===== src/rtl/mfp_pkg.sv =====
// Package: shared constants, decoded drive kinds and the function-code decoder
// for the multi-function port mux. Assumes NUM_CAND is at most 12, so the
// candidate code range never reaches the clock code.
package mfp_pkg;

    localparam int NUM_RX    = 3;
    localparam int NUM_TX    = 2;
    localparam int NUM_PINS  = NUM_RX + NUM_TX;
    localparam int CODE_W    = 4;
    localparam int REG_AW    = 3;
    localparam int REG_DW    = 8;
    localparam int CLK_PIN   = 2;

    localparam logic [CODE_W-1:0] CODE_INPUT = 4'd0;
    localparam logic [CODE_W-1:0] CODE_LOW   = 4'd1;
    localparam logic [CODE_W-1:0] CODE_HIGH  = 4'd2;
    localparam logic [CODE_W-1:0] CODE_SIG0  = 4'd3;
    localparam logic [CODE_W-1:0] CODE_CLK   = 4'd15;

    localparam logic [REG_AW-1:0] ADDR_CTRL   = 3'd3;
    localparam logic [REG_AW-1:0] ADDR_STATUS = 3'd4;

    typedef enum logic [1:0] {
        DRV_NONE   = 2'd0,
        DRV_STATIC = 2'd1,
        DRV_SIG    = 2'd2,
        DRV_CLK    = 2'd3
    } drive_kind_t;

    typedef struct packed {
        drive_kind_t kind;
        logic        level;
        logic [3:0]  sig_idx;
    } pin_drive_t;

    // Reset code of pin i: the clock pin starts on the clock code.
    function automatic logic [CODE_W-1:0] reset_code(input int pin);
        return (pin == CLK_PIN) ? CODE_CLK : CODE_INPUT;
    endfunction

    // Decode one function code into a drive description.
    function automatic pin_drive_t decode_code(input logic [CODE_W-1:0] code,
                                               input bit is_rx,
                                               input int num_cand);
        pin_drive_t d;
        d.kind    = DRV_NONE;
        d.level   = 1'b0;
        d.sig_idx = 4'd0;
        if (code == CODE_LOW) begin
            d.kind = DRV_STATIC;
        end else if (code == CODE_HIGH) begin
            d.kind  = DRV_STATIC;
            d.level = 1'b1;
        end else if (code == CODE_CLK) begin
            if (is_rx) d.kind = DRV_CLK;
        end else if (code >= CODE_SIG0 &&
                     int'(code) < int'(CODE_SIG0) + num_cand) begin
            d.kind    = DRV_SIG;
            d.sig_idx = code - CODE_SIG0;
        end
        return d;
    endfunction

endpackage


===== src/rtl/mfp_cfg_regs.sv =====
// Register file: stores the per-pin function codes and the clock-output
// enable, and muxes read data. It also exposes the next-state values so that
// the output enables can be registered on the write edge. Assumes a single
// write port, where codes pack two per byte address.
module mfp_cfg_regs
    import mfp_pkg::*;
(
    input  logic                              clk,
    input  logic                              rst_n,
    input  logic                              reg_we,
    input  logic [REG_AW-1:0]                 reg_addr,
    input  logic [REG_DW-1:0]                 reg_wdata,
    input  logic [NUM_PINS-1:0]               status_in,
    output logic [REG_DW-1:0]                 reg_rdata,
    output logic [NUM_PINS-1:0][CODE_W-1:0]   code_q,
    output logic [NUM_PINS-1:0][CODE_W-1:0]   code_d,
    output logic                              clk_en_q,
    output logic                              clk_en_d
);

    localparam int CODES_PER_ADDR = REG_DW / CODE_W;
    localparam int NUM_CODE_ADDR  = (NUM_PINS + CODES_PER_ADDR - 1) / CODES_PER_ADDR;

    genvar gi;
    generate
        for (gi = 0; gi < NUM_PINS; gi++) begin : g_code
            localparam int ADDR = gi / CODES_PER_ADDR;
            localparam int LANE = gi % CODES_PER_ADDR;

            // Next code: write data lane when this pin's address is written.
            always_comb begin
                code_d[gi] = code_q[gi];
                if (reg_we && int'(reg_addr) == ADDR)
                    code_d[gi] = reg_wdata[LANE*CODE_W +: CODE_W];
            end

            // Code storage with its per-pin reset value.
            always_ff @(posedge clk) begin
                if (!rst_n) code_q[gi] <= reset_code(gi);
                else        code_q[gi] <= code_d[gi];
            end
        end
    endgenerate

    // Next clock-output enable.
    always_comb begin
        clk_en_d = clk_en_q;
        if (reg_we && reg_addr == ADDR_CTRL) clk_en_d = reg_wdata[0];
    end

    // Clock-output enable storage, off after reset.
    always_ff @(posedge clk) begin
        if (!rst_n) clk_en_q <= 1'b0;
        else        clk_en_q <= clk_en_d;
    end

    // Read mux: code bytes, control bit, synchronized pin status.
    always_comb begin
        reg_rdata = '0;
        if (int'(reg_addr) < NUM_CODE_ADDR) begin
            for (int p = 0; p < NUM_PINS; p++) begin
                if (p / CODES_PER_ADDR == int'(reg_addr))
                    reg_rdata[(p % CODES_PER_ADDR)*CODE_W +: CODE_W] = code_q[p];
            end
        end else if (reg_addr == ADDR_CTRL) begin
            reg_rdata[0] = clk_en_q;
        end else if (reg_addr == ADDR_STATUS) begin
            reg_rdata[NUM_PINS-1:0] = status_in;
        end
    end

endmodule


===== src/rtl/mfp_pin_slice.sv =====
// One pin's function decoder and output stage. The output enable is a flop
// loaded from the decoded next code, so it never glitches and moves on the
// write edge. Data is selected from the stored code and is forced to 0
// while the enable is low. Assumes the candidates are synchronous to clk,
// apart from the recovered clock, which passes through as data.
module mfp_pin_slice
    import mfp_pkg::*;
#(
    parameter bit IS_RX    = 1'b1,
    parameter int NUM_CAND = 8
) (
    input  logic                clk,
    input  logic                rst_n,
    input  logic [CODE_W-1:0]   code_q,
    input  logic [CODE_W-1:0]   code_d,
    input  logic                clk_en_d,
    input  logic [NUM_CAND-1:0] cand_in,
    input  logic                rx_clk_in,
    output logic                pad_out,
    output logic                pad_oe
);

    pin_drive_t drv_now;
    pin_drive_t drv_next;
    logic       oe_next;
    logic       oe_q;
    logic       data_sel;

    // Decode the stored and the next function codes.
    always_comb begin
        drv_now  = decode_code(code_q, IS_RX, NUM_CAND);
        drv_next = decode_code(code_d, IS_RX, NUM_CAND);
    end

    // Enable for the next cycle: the clock kind also needs the clock-output bit.
    always_comb begin
        case (drv_next.kind)
            DRV_STATIC, DRV_SIG: oe_next = 1'b1;
            DRV_CLK:             oe_next = clk_en_d;
            default:             oe_next = 1'b0;
        endcase
    end

    // Registered output enable, off after reset.
    always_ff @(posedge clk) begin
        if (!rst_n) oe_q <= 1'b0;
        else        oe_q <= oe_next;
    end

    // Select the data source from the stored code.
    always_comb begin
        case (drv_now.kind)
            DRV_STATIC: data_sel = drv_now.level;
            DRV_SIG:    data_sel = cand_in[drv_now.sig_idx[$clog2(NUM_CAND > 1 ? NUM_CAND : 2)-1:0]];
            DRV_CLK:    data_sel = rx_clk_in;
            default:    data_sel = 1'b0;
        endcase
    end

    // Gate data with the enable so an idle pin presents 0.
    always_comb begin
        pad_out = data_sel & oe_q;
        pad_oe  = oe_q;
    end

endmodule


===== src/rtl/mfp_pin_sync.sv =====
// Two-flop synchronizer for the pin levels read back through the status
// address. Assumes pin levels may change at any time, relative to clk.
module mfp_pin_sync #(
    parameter int WIDTH = 5
) (
    input  logic             clk,
    input  logic             rst_n,
    input  logic [WIDTH-1:0] async_in,
    output logic [WIDTH-1:0] sync_out
);

    logic [WIDTH-1:0] stage1;

    // Two-stage capture of the pin levels.
    always_ff @(posedge clk) begin
        if (!rst_n) begin
            stage1   <= '0;
            sync_out <= '0;
        end else begin
            stage1   <= async_in;
            sync_out <= stage1;
        end
    end

endmodule


===== src/rtl/mfp_port_mux.sv =====
// Top of the multi-function port mux for one channel: a register file, five
// pin slices (receive-side first, then transmit-side) and the readback
// synchronizer. Pin order in every vector: rx A, rx B, rx C, tx A, tx B.
module mfp_port_mux
    import mfp_pkg::*;
#(
    parameter int NUM_CAND = 8
) (
    input  logic                clk,
    input  logic                rst_n,
    input  logic                reg_we,
    input  logic [2:0]          reg_addr,
    input  logic [7:0]          reg_wdata,
    output logic [7:0]          reg_rdata,
    input  logic [NUM_CAND-1:0] cand_in,
    input  logic                rx_clk_in,
    input  logic [4:0]          pin_in,
    output logic [4:0]          pin_out,
    output logic [4:0]          pin_oe
);

    logic [NUM_PINS-1:0][CODE_W-1:0] code_q;
    logic [NUM_PINS-1:0][CODE_W-1:0] code_d;
    logic                            clk_en_q;
    logic                            clk_en_d;
    logic [NUM_PINS-1:0]             pin_status;

    mfp_cfg_regs u_regs (
        .clk       (clk),
        .rst_n     (rst_n),
        .reg_we    (reg_we),
        .reg_addr  (reg_addr),
        .reg_wdata (reg_wdata),
        .status_in (pin_status),
        .reg_rdata (reg_rdata),
        .code_q    (code_q),
        .code_d    (code_d),
        .clk_en_q  (clk_en_q),
        .clk_en_d  (clk_en_d)
    );

    genvar gp;
    generate
        for (gp = 0; gp < NUM_PINS; gp++) begin : g_pin
            mfp_pin_slice #(
                .IS_RX    (gp < NUM_RX),
                .NUM_CAND (NUM_CAND)
            ) u_slice (
                .clk       (clk),
                .rst_n     (rst_n),
                .code_q    (code_q[gp]),
                .code_d    (code_d[gp]),
                .clk_en_d  (clk_en_d),
                .cand_in   (cand_in),
                .rx_clk_in (rx_clk_in),
                .pad_out   (pin_out[gp]),
                .pad_oe    (pin_oe[gp])
            );
        end
    endgenerate

    mfp_pin_sync #(.WIDTH(NUM_PINS)) u_sync (
        .clk      (clk),
        .rst_n    (rst_n),
        .async_in (pin_in),
        .sync_out (pin_status)
    );

endmodule


===== config.mk =====
export PLATFORM = sky130hd
export DESIGN_NAME = mfp_port_mux
export DESIGN_NICKNAME = d
export VERILOG_FILES = /design/src/rtl/mfp_pkg.sv /design/src/rtl/mfp_cfg_regs.sv /design/src/rtl/mfp_pin_slice.sv /design/src/rtl/mfp_pin_sync.sv /design/src/rtl/mfp_port_mux.sv
export SDC_FILE = /design/constraint.sdc
export NUM_CORES = 1
export LEC_CHECK = 0
export ABC_AREA = 1
export BUFFER_PORTS_ARGS = -buffer_cell sky130_fd_sc_hd__buf_2
export CAP_MARGIN = 40
export CORE_ASPECT_RATIO = 0.6
export CORE_MARGIN = 2
export CORE_UTILIZATION = 52
export DETAILED_ROUTE_END_ITERATION = 8
export GPL_TIMING_DRIVEN = 0
export PLACE_DENSITY_LB_ADDON = 0.2
export SETUP_SLACK_MARGIN = 0.15
export SYNTH_ARGS = -nofsm -noshare
export SYNTH_HDL_FRONTEND = slang
export SYNTH_HIERARCHICAL = 1
export SYNTH_SLANG_ARGS = --single-unit
export TNS_END_PERCENT = 5

===== constraint.sdc =====
create_clock -name clk -period 2 [get_ports clk]
set_input_delay 0.5 -clock clk [delete_from_list [all_inputs] [get_ports clk]]
set_output_delay 0.5 -clock clk [all_outputs]
set_load 0.02 [all_outputs]

[After elaboration in Yosys (flattened, before gate mapping)]
Index checks and enable logic that the tools add are counted.
Storage, ports and cells
  register bits: 36
  bits of input ports: 28
  output and inout port bits: 18
  logic and storage cells: 236
Operators by class
  $add $sub $neg: 5
  $lt $le $gt $ge: 26
  equal/unequal tests: 66
  multiplexer cells: 101
  bitwise gates (word level): 5
  reduce and logical (&&, ||, !) cells: 20
Operator list (number)
  2-to-1 mux 4 bit: 26
  2-to-1 mux 2 bit: 40
  == test 2 bit (second input constant): 20
  == test 4 x 1 -> 1 bit (second input constant): 10
  == test 4 x 2 -> 1 bit (second input constant): 10
  == test 4 bit (second input constant): 10
  >= comparator 4 x 2 -> 1 bit (second input constant): 10
  < comparator 4 bit (second input constant): 10
  2-to-1 mux 5 bit: 7
  == test 2 x 1 -> 1 bit (second input constant): 10
  < comparator 3 x 4 -> 1 bit (second input constant): 5
  subtractor 4 x 2 -> 4 bit (second input constant): 5
  binary-select mux 1 bit (select 3 bit): 5
  one-hot mux 1 bit (3 select lines): 5
  logical AND 1 bit: 14
  2-to-1 mux 1 bit: 12
  one-hot mux 1 bit (2 select lines): 5
  OR reduction 2 bit: 5
  == test 3 x 2 -> 1 bit (second input constant): 2
  == test 3 bit (second input constant): 2
  AND 1 bit: 5
  == test 2 x 3 -> 1 bit (first input constant): 1
  == test 3 bit (first input constant): 1
  logical NOT 3 bit: 1
  other kinds (2): 2

[Depth between registers and ports, before layout]
  depth after elaboration: 12
  gate-level depth with buffers: 16
  mapped depth without buffers: 14

[By module]
Netlist, hierarchy kept.
By module, submodules not included
  mfp_cfg_regs: times used 1, cells an instance 204, area each 1297.5 sq um, sequential area each 420.4 sq um
  mfp_pin_slice (g_pin[0].u_slice ...): times used 3, cells an instance 56, area each 307.8 sq um, sequential area each 20.0 sq um
  mfp_pin_slice (g_pin[3].u_slice ...): times used 2, cells an instance 54, area each 285.3 sq um, sequential area each 20.0 sq um
  mfp_pin_sync: times used 1, cells an instance 31, area each 286.5 sq um, sequential area each 200.2 sq um

[Worst setup path after synthesis]
OpenSTA, ideal clock, no wires.
  path kind: input port to flip-flop
  from: input reg_addr[0]
  to: register g_pin[1].u_slice.oe_q
  library setup time: 0.117 ns
  data arrival time: 1.996 ns
  required time: 1.883 ns
  slack: -0.112 ns
  stages on the path: 16
  buffers on the path: 3
  path through: buf_4 > inv_2 > buf_6 > buf_6 > nand4_1 > nand2_1 > inv_1 > inv_1 > nand2_1 > nand2_1 > o21ai_0 > nor2_1 > inv_1 > ha_1 > a21oi_1 > nor3b_1
RTL lines
  start: declaration: line mfp_port_mux.sv:12  | input logic [2:0] reg_addr,
  end signal: assignment: line mfp_pin_slice.sv:47  | else oe_q <= oe_next;
  end: declaration: line mfp_pin_slice.sv:26  | logic oe_q;

[Worst setup path after layout]
  from: register u_regs/code_q[4] (netlist name)
  to: output pin_out[1]
On the way
  word-level cells in the longest chain between the ends: 10
  elaborated cells between the ends (all ways): 23
  those cells by class: 1 x add/sub; 2 x order compare; 6 x eq/ne; 12 x mux; 1 x bitwise; 1 x reduce/logical
Ends and longest elaborated chain
  start: declaration: line mfp_cfg_regs.sv:15  | output logic [NUM_PINS-1:0][CODE_W-1:0] code_q,
  start signal: indexed assignment: line mfp_cfg_regs.sv:39  | if (!rst_n) code_q[gi] <= reset_code(gi);
  start signal: indexed assignment: line mfp_cfg_regs.sv:40  | else code_q[gi] <= code_d[gi];
  >= comparator 4 x 2 -> 1 bit or < comparator 4 bit (tied branches): line mfp_pkg.sv:56, mfp_pkg.sv:57
  logical AND 1 bit: line mfp_pkg.sv:56  | end else if (code >= CODE_SIG0 &&
  2-to-1 mux 4 bit: line mfp_pkg.sv:56
  2-to-1 mux 4 bit: line mfp_pkg.sv:54  | end else if (code == CODE_CLK) begin
  2-to-1 mux 4 bit: line mfp_pkg.sv:51  | end else if (code == CODE_HIGH) begin
  2-to-1 mux 5 bit: line mfp_pkg.sv:49  | if (code == CODE_LOW) begin
  binary-select mux 1 bit (select 3 bit): line mfp_pin_slice.sv:54  | DRV_SIG: data_sel = cand_in[drv_now.sig_idx[$clog2(NUM_CAND > 1 ? NUM_CAND : 2)-1:0]];
  2-to-1 mux 1 bit: line mfp_pin_slice.sv:54
  one-hot mux 1 bit (3 select lines) (*): line mfp_pin_slice.sv:52  | case (drv_now.kind)
  AND 1 bit (*): line mfp_pin_slice.sv:62  | pad_out = data_sel & oe_q;
  end: declaration: line mfp_port_mux.sv:18  | output logic [4:0] pin_out,
Mark *: on every way between the ends. The rest lies on a longest branch, timed or not. The select of a mux whose other input is x is not followed.

==> flow_summary_export.csv <==
group,metric,value,unit
layout,net_total_in_the_final_layout,633,
synth,synth_cell_area,3080,um2
floorplan,floorplan.die_area,6570,um2
global_route,grt-ovfl-total,0,
synth,synth-xor-area-share,0.854,%
synth,post_synth_mux_area_share,0,%
floorplan,die_w,103,um
critical_path,cpPeakStageDelay,0.40,ns
route,num_vias,3387,
clock_network,tritoncts.num_buffers,5,
placement,post-dp-hpwl,6380,um
power_and_ir_drop,power.density_cell_area,474,nW/um2
layout,utilization,71.2,%
clock_network,clock_tree_from_tritoncts,"built",
global_route,grt_usage,27.7,%
clock_network,htree_num_levels,2,
synth,synth_cells,511,
critical_path,crit_path_start_kind,"flop",
sta,clock_skew,0.00328,ns
power_and_ir_drop,irDropWorstVdd,0.393,mV
critical_path,crit_chain,"inv_4 > ha_4 > inv_2 > nand3_2 > nand2_1 > nand2_1 > nand3_2 > a21oi_2 > buf_4",
sta,finalCritPeriodShare,107,%
sta,rsz0062_at_grt,"yes",
synth,synthAdderAreaFrac,10.2,%
route,drtAntennaViolNets,0,
critical_path,path_delay_family,"flip-flops",
sta,timing_worst_slew_pin_value,0.479,ns
route,detail_route.wl_per_cell,13.4,um
clock_network,cts-root-buf,"sky130_fd_sc_hd__clkbuf_8",
synth,number_of_flip_flops_and_latches_in_the_synthesized_netlist,36,
clock_network,cts_hold_buf,0,
sta,finalHoldViolations,0,
layout,fraction_of_final_layout_cells_with_drive_strength_greater_than_1,30.8,%
sta,final-max-slew-violation-count,0,
floorplan,total_number_of_placement_rows,21,
layout,layout.cells.most_common_list,"139 x sky130_fd_sc_hd__nand2_1, 86 x sky130_fd_sc_hd__inv_1, 36 x sky130_fd_sc_hd__nor2_1, 36 x sky130_fd_sc_hd__nand3_1, 30 x sky130_fd_sc_hd__buf_2",
floorplan,core-area,5650,um2
critical_path,critPathArrivalTime,1.64,ns
critical_path,critPathBufInv,3,
sta,finalSetupViolations,7,
route,wl,8860,um
critical_path,worstSetupEndpointType,"output pin",
outcome,outcome,"finished, violations left",
placement,place_worst_setup_slack,-0.536,ns
clock_network,clkTransAtPathRegs,0.07,ns
outcome,failed_checks,"negative setup slack",
layout,antenna_cells_inserted,0,
global_route,grt_start_max_net_pins,12,
layout,final-seq-area,748,um2
critical_path,cp_max_fo,5,
critical_path,cp.required,1.50,ns
clock_network,clock-sinks,36,
sta,setup_ws,-0.143,ns
synth,synth_compound_gate_area_share,6.14,%
flow_run,cap_violations,0,
sta,relSlewSlack,68.0,%
critical_path,timing_worst_setup_path_type,"flop to output pin",
global_route,first_global_vias,3053,
route,detail_route.first_pass.iterations,5,
layout,num-fill-cells,481,
floorplan,die_height,63.6,um
synth,combinational_family_with_the_most_area_after_synthesis,"simple AND/OR/NAND/NOR gates",
route,initialDrtViolationCount,335,
worst_hold_path,worst_hold_path_type,"primary input to flop",
global_route,global_route_wire_length_before_repair,14100,um
synth,yosysUniqueCellTypes,29,
clock_network,worstSkewPairLatency,0.29,ns
layout,multi_input_area,2070,um2
global_route,grt_antenna_before_repair,0,
synth,yosysSeqAreaShare,23.4,%
critical_path,timing.reg2reg.setup_slack,0.16,ns
placement,place_congestion,0.950,
sta,fin_tns_setup,-0.701,ns
floorplan,start_util,54.5,%
sta,maxClockFrequency,0.467,GHz
synth,synth_nets,564,
clock_network,ctsLongestPathBuffers,2,
sta,finalCriticalPeriod,2.14,ns
layout,layout_commonest_cell,"sky130_fd_sc_hd__nand2_1",
route,avgViaCountPerCell,5.12,
route,drc_errors,0,
synth,synth.yosys.warnings,6,
power_and_ir_drop,power.static_leakage,2.15,nW
layout,layout-area-overhead-vs-synth,30.7,%
placement,port_buffers,43,
synth,yosys.area_share.simple,42.0,%
floorplan,boundaryPins,46,
critical_path,worst_path_max_delay_cell,"sky130_fd_sc_hd__dfxtp_4",
synth,per_instance_average_area_after_synthesis,6.02,um2
[cell usage after synthesis, drive strengths merged]
cell / number / area [um2]
inv: 113 / 424
o21ai: 7 / 35.0
clkinv: 5 / 18.8
nand4: 22 / 144
nand3: 50 / 283
clkbuf: 2 / 7.51
dfxtp: 36 / 721
o22ai: 6 / 37.5
nor3b: 5 / 37.5
and2: 3 / 18.8
nor3: 1 / 10.0
o211ai: 1 / 7.51
ha: 25 / 313
nor2: 43 / 185
a21oi: 18 / 109
xnor2: 3 / 26.3
or2: 3 / 18.8
nand2: 159 / 597
buf: 9 / 85.1
[worst register-to-register path, stage by stage (launching register included)]
cell and delay (ns):
sky130_fd_sc_hd__dfxtp_2 0.36, sky130_fd_sc_hd__inv_1 0.10, sky130_fd_sc_hd__nand2_1 0.06, sky130_fd_sc_hd__nand2_1 0.11, sky130_fd_sc_hd__inv_1 0.09, sky130_fd_sc_hd__nand2_2 0.08, sky130_fd_sc_hd__inv_2 0.04, sky130_fd_sc_hd__nand2_1 0.05
sky130_fd_sc_hd__o21ai_1 0.06, sky130_fd_sc_hd__nor2_1 0.15, sky130_fd_sc_hd__inv_1 0.06, sky130_fd_sc_hd__ha_1 0.27, sky130_fd_sc_hd__a21oi_1 0.05, sky130_fd_sc_hd__nor3b_2 0.26
[what timing repair did]
action                                  in CTS  in global routing
gates resized for setup                     70                 45
buffers inserted                            13                  6
endpoints found under the setup margin      17                 17
pin swaps                                   39                 31
[path summary, 6_finish.rpt]
kind / from / endpoint / depth (start not counted)
worst max register to register: u_regs/code_q[5]$_SDFF_PN0_ / g_pin[1].u_slice/pad_oe$_SDFF_PN0_ / 13
worst min-delay path: pin_in[4] / u_sync/stage1[4]$_SDFF_PN0_ / 3
worst min register to register: u_sync/stage1[1]$_SDFF_PN0_ / u_sync/sync_out[1]$_SDFF_PN0_ / 2
worst max-delay path: u_regs/code_q[4]$_SDFF_PN0_ / pin_out[1] / 9
[metrics by stage]
stage	power (W)	hold WS, ns	cell area, um2	std cells
6_report	0.00191	0.387	4020	661
4_1_cts	0.00186	0.385	3850	655
5_1_grt	0.00202	0.393	4020	661
2_1_floorplan	0.00114	0.386	3100	511
3_3_place_gp	0.00127	0.397	3410	634
3_5_place_dp	0.00129	0.397	3410	634
[where the power goes]
part / switching (W) / leakage, nW / internal (W)
Sequential: 0.0000414 / 0.299 / 0.000747
Combinational: 0.000351 / 1.81 / 0.000233
Clock: 0.000254 / 0.0455 / 0.000281
[flip-flops by register name (all words and copies together) (netlist names)]
register	cells
g_pin.u_slice/pad_oe	5
u_regs/clk_en_q	1
u_regs/code_q	20
u_sync/stage1	5
u_sync/sync_out	5
[final cells by class]
cell class	instances	share of cell area (%)
multi-input cells	346	51.6
flip-flops and latches	36	18.6
inverters	118	11.5
repair buffers	62	10.6
plain buffers	11	2.99
well taps	80	2.49
clock buffers	8	2.24
[per-layer routing]
| layer | track usage (%) | wire length, um | vias up |
|---|---|---|---|
| li1 | - | - | 1708 |
| met1 | 40.3 | 4100 | 1521 |
| met2 | 43.3 | 3900 | 149 |
| met3 | 3.88 | 789 | 9 |
| met4 | 5.92 | 74 | 0 |
| met5 | 0 | 0 | - |
[kinds of logic after synthesis]
| family | after synthesis |
|---|---|
| AO/OA/AOI/OAI | 32 |
| XOR/XNOR | 3 |
| adder cells (fa/ha/maj) | 25 |
| buffers and inverters | 129 |
| flip-flops | 36 |
| AND/OR/NAND/NOR | 286 |
No activity file was read; power rests on OpenSTA's default activity.
